File: config.mk
export PLATFORM = sky130hd
export DESIGN_NAME = csd_fir
export DESIGN_NICKNAME = d
export VERILOG_FILES = /design/src/rtl/csd_fir_pkg.sv /design/src/rtl/csd_fir_cnt63.sv /design/src/rtl/csd_fir_fa.sv /design/src/rtl/csd_fir_taps.sv /design/src/rtl/csd_fir_pp_gen.sv /design/src/rtl/csd_fir_csa_stage.sv /design/src/rtl/csd_fir.sv
export SDC_FILE = /design/constraint.sdc
export NUM_CORES = 1
export LEC_CHECK = 0
export BUFFER_PORTS_ARGS = -buffer_cell sky130_fd_sc_hd__buf_2
export CAP_MARGIN = 20
export CORE_UTILIZATION = 25
export CTS_BUF_LIST = sky130_fd_sc_hd__clkbuf_4
export DETAILED_ROUTE_END_ITERATION = 16
export HOLD_SLACK_MARGIN = 0.1
export PLACE_DENSITY_LB_ADDON = 0.2
export REMOVE_ABC_BUFFERS = 1
export SETUP_SLACK_MARGIN = 0.2
export SLEW_MARGIN = 20
export SYNTH_ARGS = -nofsm -noshare
export SYNTH_HDL_FRONTEND = slang
export SYNTH_SLANG_ARGS = --single-unit
export TNS_END_PERCENT = 1
File: constraint.sdc
create_clock -name clk -period 9.19 [get_ports clk]
set_input_delay 0.4595 -clock clk [delete_from_list [all_inputs] [get_ports clk]]
set_output_delay 0.4595 -clock clk [all_outputs]
set_load 0.05 [all_outputs]
File: src/rtl/csd_fir_pkg.sv
`timescale 1ns/1ps
package csd_fir_pkg;

  localparam int CSD_SPAN = 40;

  // Nonzero digit of rank 'rank' counted from the most significant end of the
  // non-adjacent signed-digit form of 'coef'. Returns its position when
  // want_pos is set, otherwise its sign (+1/-1); 0 when no such digit exists.
  function automatic int csd_term(input int coef, input int rank, input bit want_pos);
    int v;
    int d;
    int total;
    int seen;
    int res;
    v = coef;
    total = 0;
    for (int i = 0; i < CSD_SPAN; i++) begin
      if ((v & 1) != 0) begin
        d = ((v & 3) == 1) ? 1 : -1;
        total = total + 1;
        v = v - d;
      end
      v = v >>> 1;
    end
    v = coef;
    seen = 0;
    res = 0;
    for (int i = 0; i < CSD_SPAN; i++) begin
      if ((v & 1) != 0) begin
        d = ((v & 3) == 1) ? 1 : -1;
        if (seen == total - 1 - rank) res = want_pos ? i : d;
        seen = seen + 1;
        v = v - d;
      end
      v = v >>> 1;
    end
    return res;
  endfunction

  // Row count after one reduction stage.
  function automatic int tree_next(input int n);
    if (n >= 6) return 3 * (n / 6) + (n % 6);
    if (n > 2) return 2 * (n / 3) + (n % 3);
    return n;
  endfunction

  function automatic int tree_depth(input int n0);
    int n;
    int k;
    n = n0;
    k = 0;
    for (int i = 0; i < 64; i++) begin
      if (n > 2) begin
        n = tree_next(n);
        k = k + 1;
      end
    end
    return k;
  endfunction

  // Rows entering stage s.
  function automatic int tree_rows(input int n0, input int s);
    int n;
    n = n0;
    for (int i = 0; i < 64; i++) begin
      if (i < s) n = tree_next(n);
    end
    return n;
  endfunction

endpackage

File: src/rtl/csd_fir_cnt63.sv
`timescale 1ns/1ps
module csd_fir_cnt63 (
  input  logic [5:0] bits_i,
  output logic [2:0] cnt_o
);

  assign cnt_o = 3'(bits_i[0]) + 3'(bits_i[1]) + 3'(bits_i[2])
               + 3'(bits_i[3]) + 3'(bits_i[4]) + 3'(bits_i[5]);

endmodule

File: src/rtl/csd_fir_fa.sv
`timescale 1ns/1ps
module csd_fir_fa (
  input  logic a_i,
  input  logic b_i,
  input  logic c_i,
  output logic s_o,
  output logic co_o
);

  assign s_o  = a_i ^ b_i ^ c_i;
  assign co_o = (a_i & b_i) | (a_i & c_i) | (b_i & c_i);

endmodule

File: src/rtl/csd_fir_taps.sv
`timescale 1ns/1ps
module csd_fir_taps #(
  parameter int DATA_W = 16,
  parameter int TAPS   = 7
) (
  input  logic                     clk,
  input  logic                     rst_n,
  input  logic                     shift_en,
  input  logic [DATA_W-1:0]        din,
  output logic [TAPS*DATA_W-1:0]   taps_o
);

  localparam int DEPTH = TAPS - 1;

  logic [DEPTH*DATA_W-1:0] line_q;
  logic [DEPTH*DATA_W-1:0] line_d;

  always_comb begin
    line_d = line_q;
    if (shift_en) begin
      for (int k = 0; k < DEPTH; k++) begin
        if (k == 0) line_d[k*DATA_W +: DATA_W] = din;
        else        line_d[k*DATA_W +: DATA_W] = line_q[(k-1)*DATA_W +: DATA_W];
      end
    end
  end

  always_ff @(posedge clk or negedge rst_n) begin
    if (!rst_n) line_q <= '0;
    else        line_q <= line_d;
  end

  // tap 0 is the sample being presented, tap k the k-th previous one
  assign taps_o = {line_q, din};

  // no sample is consumed when the shift enable is low
  p_taps_hold_r5: assert property (@(posedge clk) disable iff (!rst_n)
    !shift_en |=> $stable(line_q));

  // the newest delayed tap holds the sample accepted at the previous edge
  p_taps_load_r3: assert property (@(posedge clk) disable iff (!rst_n)
    shift_en |=> line_q[DATA_W-1:0] == $past(din));

endmodule

File: src/rtl/csd_fir_pp_gen.sv
`timescale 1ns/1ps
module csd_fir_pp_gen
  import csd_fir_pkg::*;
#(
  parameter int                      DATA_W     = 16,
  parameter int                      COEF_W     = 16,
  parameter int                      TAPS       = 7,
  parameter int                      MAX_DIGITS = 3,
  parameter logic [TAPS*COEF_W-1:0]  COEF_VEC   = '0,
  parameter int                      ACC_W      = 36,
  localparam int                     ROWS       = TAPS * MAX_DIGITS + 1
) (
  input  logic [TAPS*DATA_W-1:0] taps_i,
  output wire  [ROWS*ACC_W-1:0]  rows_o
);

  function automatic int coef_at(input int t);
    return int'($signed(COEF_VEC[t*COEF_W +: COEF_W]));
  endfunction

  // one +1 per negative digit completes the two's complement negations
  function automatic int neg_total();
    int n;
    n = 0;
    for (int t = 0; t < TAPS; t++) begin
      for (int d = 0; d < MAX_DIGITS; d++) begin
        if (csd_term(coef_at(t), d, 1'b0) < 0) n = n + 1;
      end
    end
    return n;
  endfunction

  localparam int               NEG_CNT = neg_total();
  localparam logic [ACC_W-1:0] CORR    = ACC_W'(NEG_CNT);

  for (genvar t = 0; t < TAPS; t++) begin : g_tap
    wire [ACC_W-1:0] ext = {{(ACC_W-DATA_W){taps_i[t*DATA_W+DATA_W-1]}},
                            taps_i[t*DATA_W +: DATA_W]};
    for (genvar d = 0; d < MAX_DIGITS; d++) begin : g_dig
      localparam int SGN = csd_term(coef_at(t), d, 1'b0);
      localparam int POS = csd_term(coef_at(t), d, 1'b1);
      if (SGN > 0) begin : g_pos
        assign rows_o[(t*MAX_DIGITS+d)*ACC_W +: ACC_W] = ext << POS;
      end else if (SGN < 0) begin : g_neg
        assign rows_o[(t*MAX_DIGITS+d)*ACC_W +: ACC_W] = ~(ext << POS);
      end else begin : g_zero
        assign rows_o[(t*MAX_DIGITS+d)*ACC_W +: ACC_W] = '0;
      end
    end
  end

  assign rows_o[(ROWS-1)*ACC_W +: ACC_W] = CORR;

endmodule

File: src/rtl/csd_fir_csa_stage.sv
`timescale 1ns/1ps
module csd_fir_csa_stage #(
  parameter int W     = 36,
  parameter int N_IN  = 6,
  parameter int N_OUT = 3
) (
  input  logic [N_IN*W-1:0]  rows_i,
  output wire  [N_OUT*W-1:0] rows_o
);

  localparam bit WIDE = (N_IN >= 6);
  localparam int FAN  = WIDE ? 6 : 3;
  localparam int OUTS = WIDE ? 3 : 2;
  localparam int GRP  = N_IN / FAN;
  localparam int REST = N_IN - GRP * FAN;

  for (genvar g = 0; g < GRP; g++) begin : g_grp
    if (WIDE) begin : g_c63
      wire [W-1:0] c0;
      wire [W-1:0] c1;
      wire [W-1:0] c2;
      for (genvar i = 0; i < W; i++) begin : g_col
        csd_fir_cnt63 u_cnt (
          .bits_i({rows_i[(g*6+5)*W+i], rows_i[(g*6+4)*W+i], rows_i[(g*6+3)*W+i],
                   rows_i[(g*6+2)*W+i], rows_i[(g*6+1)*W+i], rows_i[(g*6)*W+i]}),
          .cnt_o ({c2[i], c1[i], c0[i]})
        );
      end
      assign rows_o[(g*3)*W +: W]   = c0;
      assign rows_o[(g*3+1)*W +: W] = c1 << 1;
      assign rows_o[(g*3+2)*W +: W] = c2 << 2;
    end else begin : g_c32
      wire [W-1:0] sm;
      wire [W-1:0] cy;
      for (genvar i = 0; i < W; i++) begin : g_col
        csd_fir_fa u_fa (
          .a_i (rows_i[(g*3)*W+i]),
          .b_i (rows_i[(g*3+1)*W+i]),
          .c_i (rows_i[(g*3+2)*W+i]),
          .s_o (sm[i]),
          .co_o(cy[i])
        );
      end
      assign rows_o[(g*2)*W +: W]   = sm;
      assign rows_o[(g*2+1)*W +: W] = cy << 1;
    end
  end

  for (genvar r = 0; r < REST; r++) begin : g_pass
    assign rows_o[(GRP*OUTS+r)*W +: W] = rows_i[(GRP*FAN+r)*W +: W];
  end

  logic [W-1:0] sum_in;
  logic [W-1:0] sum_out;

  always_comb begin
    sum_in  = '0;
    sum_out = '0;
    for (int r = 0; r < N_IN; r++)  sum_in  = sum_in  + rows_i[r*W +: W];
    for (int r = 0; r < N_OUT; r++) sum_out = sum_out + rows_o[r*W +: W];
    // the stage neither gains nor loses weight
    p_sum_keep_r7: assert (sum_in == sum_out)
      else $error("reduction stage changed the row sum");
  end

endmodule

File: src/rtl/csd_fir.sv
`timescale 1ns/1ps
module csd_fir
  import csd_fir_pkg::*;
#(
  parameter int                     DATA_W     = 16,
  parameter int                     COEF_W     = 16,
  parameter int                     TAPS       = 7,
  parameter int                     MAX_DIGITS = 3,
  parameter logic [TAPS*COEF_W-1:0] COEF_VEC   = {16'h007B, 16'hF447, 16'h1B58, 16'h399A,
                                                  16'h23D7, 16'h07AE, 16'hFD71},
  parameter int                     ACC_W      = DATA_W + COEF_W + $clog2(TAPS) + 1
) (
  input  logic              clk,
  input  logic              rst_n,
  input  logic              in_valid,
  input  logic [DATA_W-1:0] in_sample,
  output logic              out_valid,
  output logic [ACC_W-1:0]  out_y
);

  localparam int ROWS0 = TAPS * MAX_DIGITS + 1;
  localparam int NSTG  = tree_depth(ROWS0);

  logic [TAPS*DATA_W-1:0] taps;
  wire  [ROWS0*ACC_W-1:0] pp_rows;
  logic [ACC_W-1:0]       sum_w;
  logic [ACC_W-1:0]       y_d;
  logic [ACC_W-1:0]       y_q;
  logic                   vld_q;

  csd_fir_taps #(
    .DATA_W(DATA_W),
    .TAPS  (TAPS)
  ) u_taps (
    .clk     (clk),
    .rst_n   (rst_n),
    .shift_en(in_valid),
    .din     (in_sample),
    .taps_o  (taps)
  );

  csd_fir_pp_gen #(
    .DATA_W    (DATA_W),
    .COEF_W    (COEF_W),
    .TAPS      (TAPS),
    .MAX_DIGITS(MAX_DIGITS),
    .COEF_VEC  (COEF_VEC),
    .ACC_W     (ACC_W)
  ) u_pp (
    .taps_i(taps),
    .rows_o(pp_rows)
  );

  for (genvar s = 0; s < NSTG; s++) begin : g_stage
    localparam int NI = tree_rows(ROWS0, s);
    localparam int NO = tree_rows(ROWS0, s + 1);
    wire [NO*ACC_W-1:0] rows;
    if (s == 0) begin : g_first
      csd_fir_csa_stage #(.W(ACC_W), .N_IN(NI), .N_OUT(NO)) u_stg (
        .rows_i(pp_rows),
        .rows_o(rows)
      );
    end else begin : g_next
      csd_fir_csa_stage #(.W(ACC_W), .N_IN(NI), .N_OUT(NO)) u_stg (
        .rows_i(g_stage[s-1].rows),
        .rows_o(rows)
      );
    end
  end

  // final carry-propagate adder on the two surviving rows
  if (NSTG == 0) begin : g_cpa_direct
    assign sum_w = pp_rows[0 +: ACC_W] + pp_rows[ACC_W +: ACC_W];
  end else begin : g_cpa_tree
    assign sum_w = g_stage[NSTG-1].rows[0 +: ACC_W] + g_stage[NSTG-1].rows[ACC_W +: ACC_W];
  end

  always_comb begin
    y_d = y_q;
    if (in_valid) y_d = sum_w;
  end

  always_ff @(posedge clk or negedge rst_n) begin
    if (!rst_n) begin
      y_q   <= '0;
      vld_q <= 1'b0;
    end else begin
      y_q   <= y_d;
      vld_q <= in_valid;
    end
  end

  assign out_y     = y_q;
  assign out_valid = vld_q;

  p_valid_lat_r2: assert property (@(posedge clk) disable iff (!rst_n)
    in_valid |=> out_valid);

  p_valid_idle_r2: assert property (@(posedge clk) disable iff (!rst_n)
    !in_valid |=> !out_valid);

  p_hold_r5: assert property (@(posedge clk) disable iff (!rst_n)
    !in_valid |=> $stable(out_y));

endmodule

==> reports/results.ini, run 1 <==
[global_route]
grt_max_degree=107
grt_pass1_vias=14300
antenna_found_initial=2
grt_pass1_wl_mm=78.9
grt_use_total=0.129
grt_overflow_total=0

[cells_and_area]
seq_area_mm2=0.00333
layout.nets=2717
fillers=8343
stdcell_count=3137
area_growth_pct=11.5
multiInputGateArea_mm2=0.0136
final_util=0.283
drive_gt1_frac=0.0851

[detailed_routing]
drt_iter0_drc=441
viasPerCell=4.06
routed.top_layer=met4
drc=0
final_antenna_net_count=0
vias=12800
firstDrtPassIters=5
route.met3.wl_mm=1.22
dr_wl_met2_mm=25.9
wl_met1_mm=20.6
wirelength_mm=48.5
wl_per_cell_um=15.5

[die]
ios=56
dieHeight_um=283
die_x_um=283
num_rows=102
dieArea_mm2=0.0802
core_mm2=0.0778
start_util=0.254

[setup_path]
cpLargestDelayFamily=adder cells
cp.arrival_ns=9.34
cp_max_fo=6
worst_setup_path_end_kind=flop
path_class=input pin to flop
max_stage_delay_ns=0.54
reg2reg_slack_ns=0.63
crit_top_cell=fa_1
slowest_stage=dlygate4sd3_1
worstPathRequired_ns=9.81
critPathLaunchType=input pin
critPathBufInv=14

[cts]
cts.sinks=133
clk_path_buf_depth=2
clk_pin_slew_ns=0.15
cts_buffers=17
insertion_delay_ns=0.74
root_buffer=clkbuf_4
htree_levels=4
cts_tree=done

[worst_hold_path]
min_path_type=input pin to flop

[synthesis]
synth_compound_area_frac=0.0609
ys.flop_type=dfrtp_1
syn_avg_cell_area_um2=9.92
synthTopCellsByArea=fa_1, dfrtp_1, ha_1, inv_1, o21ai_0
yosys_warnings=0
synthAdderAreaFrac=0.539
yosys.area_share.simple=0.0383
async_flop_share=1.00
synth.mux.area_fraction=0.0203
synth_edf_count=0
synth_top_area_share=0.391
synth_top_family_by_area=adder cells
synth_cell_types=58
syn_inst=1992
yosysSeqAreaShare=0.168
synth_commonest_cells=inv_1, fa_1, ha_1
synth.cell_area_mm2=0.0198
ys_seq_elements=133
synth_top_area_cell=fa_1
synth.most_common_cell=inv_1
synth_xor_area_frac=0.0239

[sta]
setup_viol=0
slew_headroom=0.358
fmax_mhz=115
finClkSkew_ns=0.0276
fin_crit_ns=8.72
rsz0062_at_grt=false
fin_crit_sh=0.949
worst_pin_slew_ns=0.964
finalHoldViolCount=0
final.setup.tns_ns=0
holdWs_ns=0.237
report.final.slew_viol_count=0

[placed_design]
hpwl_mm=42.0
place.detailed.instances=3076
io_buffers=55
gp_congestion=0.817

[status]
status=finished, final reports clean

[flow_run]
maxCapViolCount=0

-- tightest hold or removal path, stage by stage --
cell and delay, ns:
buf_6 0.25, nand2_1 0.13, o21ai_0 0.07
-- cell type report --
class,instances,share of cell area
Antenna cell,6,0.000681
Clock buffer,17,0.00579
Clock inverter,15,0.00874
Inverter,747,0.127
Multi-Input combinational cell,1082,0.618
Sequential cell,133,0.151
Tap cell,1040,0.0591
Timing Repair Buffer,97,0.0295
-- kinds of logic after synthesis --
| group | Yosys count |
|---|---|
| buf+inv | 777 |
| compound gates | 197 |
| flops | 133 |
| xor+xnor | 54 |
| fa+ha+maj | 620 |
| simple gates | 175 |
| mux | 36 |
-- timing repair --
action | CTS | global route
gates resized for setup | 0 | 29
hold buffers | 17 | 0
buffers inserted | 0 | 6
hold endpoints to repair | 99 | 0
setup endpoints to repair | 0 | 11
-- layout by cell type, fill, tap and decap left out, types with 4 or more instances in the layout --
master,instances
a21oi_2,5
or3_1,4
nor2_1,19
o211ai_1,5
a21oi_1,18
o21ai_0,108
a211oi_1,4
a31oi_1,6
diode_2,6
nand4_1,4
fa_1,384
xnor2_1,43
buf_2,51
ha_1,229
dlygate4sd3_1,17
mux2_2,33
a21o_1,11
o21a_1,6
inv_1,745
clkbuf_4,17
xor2_1,11
ha_4,4
nand3_1,7
buf_4,27
dfrtp_1,131
nand2_1,117
-- worst paths after layout --
| check | end | cells past startpoint | start |
|---|---|---|---|
| min reg2reg | out_y[2]$_DFFE_PN0P_ | 2 | out_y[2]$_DFFE_PN0P_ |
| max reg2reg | out_y[35]$_DFFE_PN0P_ | 31 | u_taps.line_q[2]$_DFFE_PN0P_ |
| max in group asynchronous | u_taps.line_q[75]$_DFFE_PN0P_ | 3 | rst_n |
| min | u_taps.line_q[81]$_DFFE_PN0P_ | 3 | in_valid |
| max | out_y[29]$_DFFE_PN0P_ | 36 | in_sample[5] |
| min in group asynchronous | out_y[4]$_DFFE_PN0P_ | 2 | rst_n |
-- flip-flops by register name, summed over array words and instances, names as in the netlist --
name           cells
out_valid          1
out_y             36
u_taps.line_q     96
-- per-layer routing --
| metal | vias to the layer above | GRT usage |
|---|---|---|
| met5 | - | 0 |
| met4 | 0 | 0.0308 |
| met3 | 38 | 0.0222 |
| met2 | 122 | 0.232 |
| met1 | 6615 | 0.159 |
| li1 | 5976 | - |
-- through the flow --
step	worst slack, ns	cell area, µm²
2_1_floorplan	0.706	19600
3_3_place_gp	0.140	21400
3_5_place_dp	0.0372	21400
4_1_cts	0.304	21800
5_1_grt	0.194	22000
6_report	0.472	22000
Power of run 1 is not shown: default switching activity piles up to over one toggle a cycle in this logic, so the estimate is an artifact.
==> run 2: changes to the inputs <==
--- a/config.mk
+++ b/config.mk
@@ -7,6 +7,7 @@
 export LEC_CHECK = 0
 export BUFFER_PORTS_ARGS = -buffer_cell sky130_fd_sc_hd__buf_2
 export CAP_MARGIN = 20
+export CORE_MARGIN = 8
 export CORE_UTILIZATION = 25
 export CTS_BUF_LIST = sky130_fd_sc_hd__clkbuf_4
 export DETAILED_ROUTE_END_ITERATION = 16
==> run 2 against run 1 <==
Fmax up 0.11%. Global-route usage fell by 1.3 points. Worst setup slack improved by 0.0099 ns. Core utilization shrank 0.32 points. Critical path type unchanged. Clock skew rose by 0.013 ns. First-iteration DRC count shrank 1.1%.
==> reports/results.ini, run 2 (synthesized netlist as in run 1, its figures left out) <==
[global_route]
grt_pass1_vias=14200  ; -0.93%
grt_max_degree=91  ; -15%
grt_overflow_total=0  ; unchanged
grt_pass1_wl_mm=79.1  ; +0.24%
grt_use_total=0.117  ; -0.0126
antenna_found_initial=2  ; unchanged

[sta]
finalHoldViolCount=0  ; unchanged
setup_viol=0  ; unchanged
fin_crit_sh=0.948  ; -0.00107
rsz0062_at_grt=true
report.final.slew_viol_count=0  ; unchanged
final.setup.tns_ns=0  ; unchanged
holdWs_ns=0.277  ; +0.0398 ns
finClkSkew_ns=0.0410  ; +0.0134 ns
worst_pin_slew_ns=0.947  ; -0.0172 ns
slew_headroom=0.369  ; +0.0114
fmax_mhz=115  ; +0.11%
fin_crit_ns=8.71  ; -0.00988 ns

[die]
ios=56  ; unchanged
dieArea_mm2=0.0883  ; +10%
core_mm2=0.0786  ; +0.98%
dieHeight_um=297  ; +4.9%
start_util=0.251  ; -0.00246
die_x_um=297  ; +4.9%
num_rows=103  ; +0.98%

[setup_path]
r2r-start=u_taps.line_q[1]$_DFFE_PN0P_
r2r_end=out_y[29]$_DFFE_PN0P_
worst_setup_path_end_kind=flop
rr_worst_depth=31  ; unchanged
path_class=input pin to flop
crit_top_cell=inv_1
reg2reg_slack_ns=0.64  ; about the same
max_stage_delay_ns=0.53  ; about the same
critPathLaunchType=input pin
worstPathRequired_ns=9.80  ; about the same
crit_start=in_sample[9]
slowest_stage=dlygate4sd3_1
cp_max_fo=3  ; -3
cp.arrival_ns=9.31  ; -0.03 ns

[cells_and_area]
final_util=0.280  ; -0.00319
regMostFlops=u_taps.line_q
layout_common_cells=inv_1, fa_1, ha_1, dfrtp_1, nand2_1
drive_gt1_frac=0.0818  ; -0.00331
fillers=8438  ; +1.1%
area_growth_pct=11.3
stdcell_count=3146  ; +0.29%
largest_register_ffs=96  ; unchanged
layout.nets=2716  ; -0.037%
final_common_cell=inv_1

[worst_hold_path]
min_path_type=input pin to flop
timing.hold.worst_path_depth=3  ; unchanged
hold_start=in_valid
whs_endpoint=u_taps.line_q[0]$_DFFE_PN0P_

[placed_design]
place.detailed.instances=3088  ; +0.39%
gp_congestion=0.820  ; +0.42%
hpwl_mm=42.7  ; +1.6%
io_buffers=55  ; unchanged

[detailed_routing]
drt_iter0_drc=436  ; -1.1%
drc=0  ; unchanged
firstDrtPassIters=4  ; -1
wirelength_mm=48.9  ; +0.84%
final_antenna_net_count=0  ; unchanged
wl_met1_mm=20.6  ; -0.23%
wl_per_cell_um=15.5  ; +0.55%
viasPerCell=4.06  ; -0.19%
route.met3.wl_um=935  ; -23%
dr_wl_met2_mm=26.4  ; +1.9%
vias=12800  ; +0.094%
routed.top_layer=met4

[flow_run]
maxCapViolCount=0  ; unchanged

[cts]
clk_path_buf_depth=2  ; unchanged
cts_tree=done
cts_buffers=17  ; unchanged
root_buffer=clkbuf_4
cts.sinks=133  ; unchanged
insertion_delay_ns=0.74  ; about the same
clk_pin_slew_ns=0.16  ; about the same
htree_levels=4  ; unchanged

[status]
status=finished, final reports clean

## run 2: worst max-delay path: cells and delay by family
| family | cells | cell delay (ns) |
|---|---|---|
| adders and majority gates | 15 | 5.77 |
| and+or+nand+nor | 2 | 0.16 |
| buffers and inverters | 14 | 1.47 |
| AOI/OAI and AO/OA | 6 | 1.44 |
## run 2: worst max path at each step
stage	slack (ns)	cells after the start	end
6_report	0.48	37	out_y[33]$_DFFE_PN0P_
5_1_grt	0.19	37	out_y[30]$_DFFE_PN0P_
4_1_cts	0.31	34	out_y[31]$_DFFE_PN0P_
3_5_place_dp	0.04	33	out_y[33]$_DFFE_PN0P_
3_3_place_gp	0.16	34	out_y[34]$_DFFE_PN0P_
2_1_floorplan	0.71	32	out_y[30]$_DFFE_PN0P_
## run 2: final cells by class
class	count	area [µm²]	area share
timing repair buffer	96	641	0.0291
clock inverter	14	158	0.00717
sequential	133	3330	0.151
multi-input combinational	1082	13600	0.618
inverter	747	2800	0.127
clock buffer	18	135	0.00614
tap	1050	1310	0.0597
antenna	6	15.0	0.000682
## run 2: routing by layer
metal  up-vias  GRT usage
li1       5974          -
met1      6664      0.141
met2        83      0.212
met3        42     0.0160
met4         0     0.0359
met5         -          0
## run 2: through the flow
stage	cell area, µm²	setup slack (ns)
after detailed placement	21400	0.0353
after CTS	21800	0.315
after global placement	21400	0.158
after global routing	22000	0.188
after floorplan	19600	0.706
final	22000	0.482
## run 2: what timing repair did
action	CTS	global route
hold buffers	17	0
endpoints found under the setup margin	0	12
setup buffers	0	3
endpoints found under the hold margin	100	0
resized for setup	0	24
Power of run 2 is left out for the same reason.
==> run 3: changes to the inputs <==
--- a/config.mk
+++ b/config.mk
@@ -5,12 +5,14 @@
 export SDC_FILE = /design/constraint.sdc
 export NUM_CORES = 1
 export LEC_CHECK = 0
+export ABC_AREA = 1
 export BUFFER_PORTS_ARGS = -buffer_cell sky130_fd_sc_hd__buf_2
 export CAP_MARGIN = 20
 export CORE_MARGIN = 8
 export CORE_UTILIZATION = 25
 export CTS_BUF_LIST = sky130_fd_sc_hd__clkbuf_4
 export DETAILED_ROUTE_END_ITERATION = 16
+export GPL_ROUTABILITY_DRIVEN = 0
 export HOLD_SLACK_MARGIN = 0.1
 export PLACE_DENSITY_LB_ADDON = 0.2
 export REMOVE_ABC_BUFFERS = 1
==> run 3 against run 2 <==
Global-route usage increased by 1.1 points. Clock skew decreased by 0.010 ns. Cell area up 1.9%. Synthesized area rose by 3.4%. Sequential share of layout area decreased by 0.28 points. Worst setup slack improved by 0.23 ns. Critical path depth shrank 4. Core utilization decreased by 0.46 points. Cell count grew 9.0%. Count of clock-buffer cells in the layout is 3 higher. Critical path type unchanged. Critical endpoint is now out_y[23]$_DFFE_PN0P_.
==> reports/results.ini, run 3 <==
[status]
status=finished, final reports clean

[die]
core_mm2=0.0815  ; +3.6%
ios=56  ; unchanged
dieHeight_um=302  ; +1.6%
dieArea_mm2=0.0911  ; +3.2%
num_rows=105  ; +1.9%
die_x_um=302  ; +1.6%
start_util=0.251  ; -0.000593

[synthesis]
yosysSeqAreaShare=0.163  ; -0.00549
synth.most_common_cell=inv_1
ys.flop_type=dfrtp_1
yosys_warnings=0  ; unchanged
synth_commonest_cells=inv_1, fa_1, nand2_1
synth.cell_area_mm2=0.0204  ; +3.4%
synth_edf_count=0  ; unchanged
synth.mux.area_fraction=0  ; -0.0203
syn_avg_cell_area_um2=8.96  ; -9.7%
synthTopCellsByArea=fa_1, dfrtp_1, inv_1, ha_1, nand2_1
synth_top_area_share=0.378  ; -0.0127
yosys.area_share.simple=0.0942  ; +0.0559
synth_top_area_cell=fa_1
async_flop_share=1.00  ; unchanged
synth_top_family_by_area=adder cells
ys_seq_elements=133  ; unchanged
synth_xor_area_frac=0.0124  ; -0.0115
syn_inst=2280  ; +14%
synthAdderAreaFrac=0.522  ; -0.0176
synth_compound_area_frac=0.0537  ; -0.00719
synth_cell_types=40  ; -31%

[sta]
finClkSkew_ns=0.0306  ; -0.0104 ns
report.final.slew_viol_count=0  ; unchanged
slew_headroom=0.278  ; -0.0906
rsz0062_at_grt=false
finalHoldViolCount=0  ; unchanged
setup_viol=0  ; unchanged
fin_crit_sh=0.923  ; -0.0247
fin_crit_ns=8.48  ; -0.227 ns
worst_pin_slew_ns=1.08  ; +0.136 ns
fmax_mhz=118  ; +2.7%
final.setup.tns_ns=0  ; unchanged

[detailed_routing]
final_antenna_net_count=0  ; unchanged
wirelength_mm=55.1  ; +13%
vias=14000  ; +10%
viasPerCell=4.09  ; +0.90%
firstDrtPassIters=5  ; +1
wl_per_cell_um=16.1  ; +3.3%
drc=0  ; unchanged
drt_iter0_drc=680  ; +56%

[setup_path]
rr_worst_depth=29  ; -6.5%
path_class=input pin to flop
max_stage_delay_ns=0.53  ; about the same
r2r-start=u_taps.line_q[2]$_DFFE_PN0P_
cp_max_fo=5  ; +2
worst_setup_path_end_kind=flop
worstPathRequired_ns=9.79  ; about the same
reg2reg_slack_ns=0.84  ; +0.20 ns
r2r_end=out_y[23]$_DFFE_PN0P_
slowest_stage=dlygate4sd3_1
critPathLaunchType=input pin
crit_top_cell=fa_1
cp.arrival_ns=9.08  ; -0.23 ns

[cts]
holdBufCountCts=17  ; unchanged
cts_buffers=17  ; unchanged
insertion_delay_ns=0.74  ; about the same
cts.sinks=133  ; unchanged
root_buffer=clkbuf_4
cts_tree=done
post_cts_buffers=0  ; unchanged
clk_pin_slew_ns=0.13  ; -0.03 ns
htree_levels=4  ; unchanged
ctsResizeCount=0  ; unchanged
clk_path_buf_depth=2  ; unchanged

[cells_and_area]
largest_register_ffs=96  ; unchanged
layout_common_cells=inv_1, fa_1, nand2_1, ha_1, dfrtp_1
area_growth_pct=9.77
final_common_cell=inv_1
regMostFlops=u_taps.line_q
drive_gt1_frac=0.0551  ; -0.0267
layout.nets=2985  ; +9.9%

[global_route]
grt_pass1_vias=15300  ; +7.8%
grt_pass1_wl_mm=88.2  ; +11%
grt_max_degree=131  ; +44%
antenna_found_initial=2  ; unchanged
grt_use_total=0.128  ; +0.0110
grt_overflow_total=0  ; unchanged

[placed_design]
hpwl_mm=47.6  ; +11%
io_buffers=55  ; unchanged

[flow_run]
maxCapViolCount=0  ; unchanged

[worst_hold_path]
hold_start=in_valid
whs_endpoint=out_y[3]$_DFFE_PN0P_
timing.hold.worst_path_depth=3  ; unchanged
min_path_type=input pin to flop

## run 3: cell count changes after synthesis, sizes merged, moves of 16 or more
cell / previous run / this run
a21oi: 23 / 39
inv: 746 / 811
mux2: 33 / 0
nand2: 117 / 319
nand3: 8 / 54
nor2: 19 / 57
o21ai: 111 / 138
xnor2: 43 / 19
## run 3: final cells by class
type	count	area (µm²)
Fill cell	8809	59000
Clock inverter	11	128
Antenna cell	1	2.50
Tap cell	1070	1340
Inverter	812	3050
Clock buffer	21	158
Timing Repair Buffer	76	488
Multi-Input combinational cell	1306	13900
Sequential cell	133	3330
## run 3: layer usage
layer | GRT usage | part of all wire | vias to the layer above
met5 | 0 | 0 | -
met4 | 0.0289 | 0.014 | 0
met3 | 0.0174 | 0.024 | 33
met2 | 0.227 | 0.52 | 143
met1 | 0.163 | 0.44 | 7156
li1 | - | - | 6708
## run 3: worst max path at each step
stage | end | start | cells past startpoint | slack (ns)
2_1_floorplan | out_y[23]$_DFFE_PN0P_ | in_sample[6] | 31 | 1.35
3_3_place_gp | out_y[35]$_DFFE_PN0P_ | in_sample[4] | 36 | 0.54
3_5_place_dp | out_y[23]$_DFFE_PN0P_ | in_sample[4] | 32 | 0.52
4_1_cts | out_y[23]$_DFFE_PN0P_ | u_taps.line_q[2]$_DFFE_PN0P_ | 29 | 0.79
5_1_grt | out_y[35]$_DFFE_PN0P_ | in_sample[4] | 37 | 0.39
6_report | out_y[23]$_DFFE_PN0P_ | in_sample[4] | 33 | 0.71
## run 3: cell families (layout without fill, tap and decap cells)
logic type	count (synthesis)	in the layout
flip-flops	133	133
AO/OA/AOI/OAI	203	203
other	0	1
adder cells (fa/ha/maj)	620	620
buffers and inverters	841	920
AND/OR/NAND/NOR	454	454
XOR/XNOR	29	29
## run 3: through the flow
step	hold slack (ns)	setup slack (ns)	utilization	cell area, µm²	std cells
2_1_floorplan	0.164	1.35	-	20300	2251
3_3_place_gp	0.459	0.537	0.270	22000	3380
3_5_place_dp	0.462	0.523	0.270	22000	3380
4_1_cts	0.230	0.793	0.275	22400	3429
5_1_grt	0.261	0.387	0.275	22400	3430
6_report	0.238	0.709	0.275	22400	3430
## run 3: worst max-delay path, delay by kind of cell
family | cells | cell delay (ns)
adder cells (fa/ha/maj) | 15 | 5.98
buffers and inverters | 11 | 1.28
AO/OA/AOI/OAI | 5 | 1.04
XOR/XNOR | 1 | 0.16
AND/OR/NAND/NOR | 1 | 0.14
Power of run 3 is left out for the same reason.
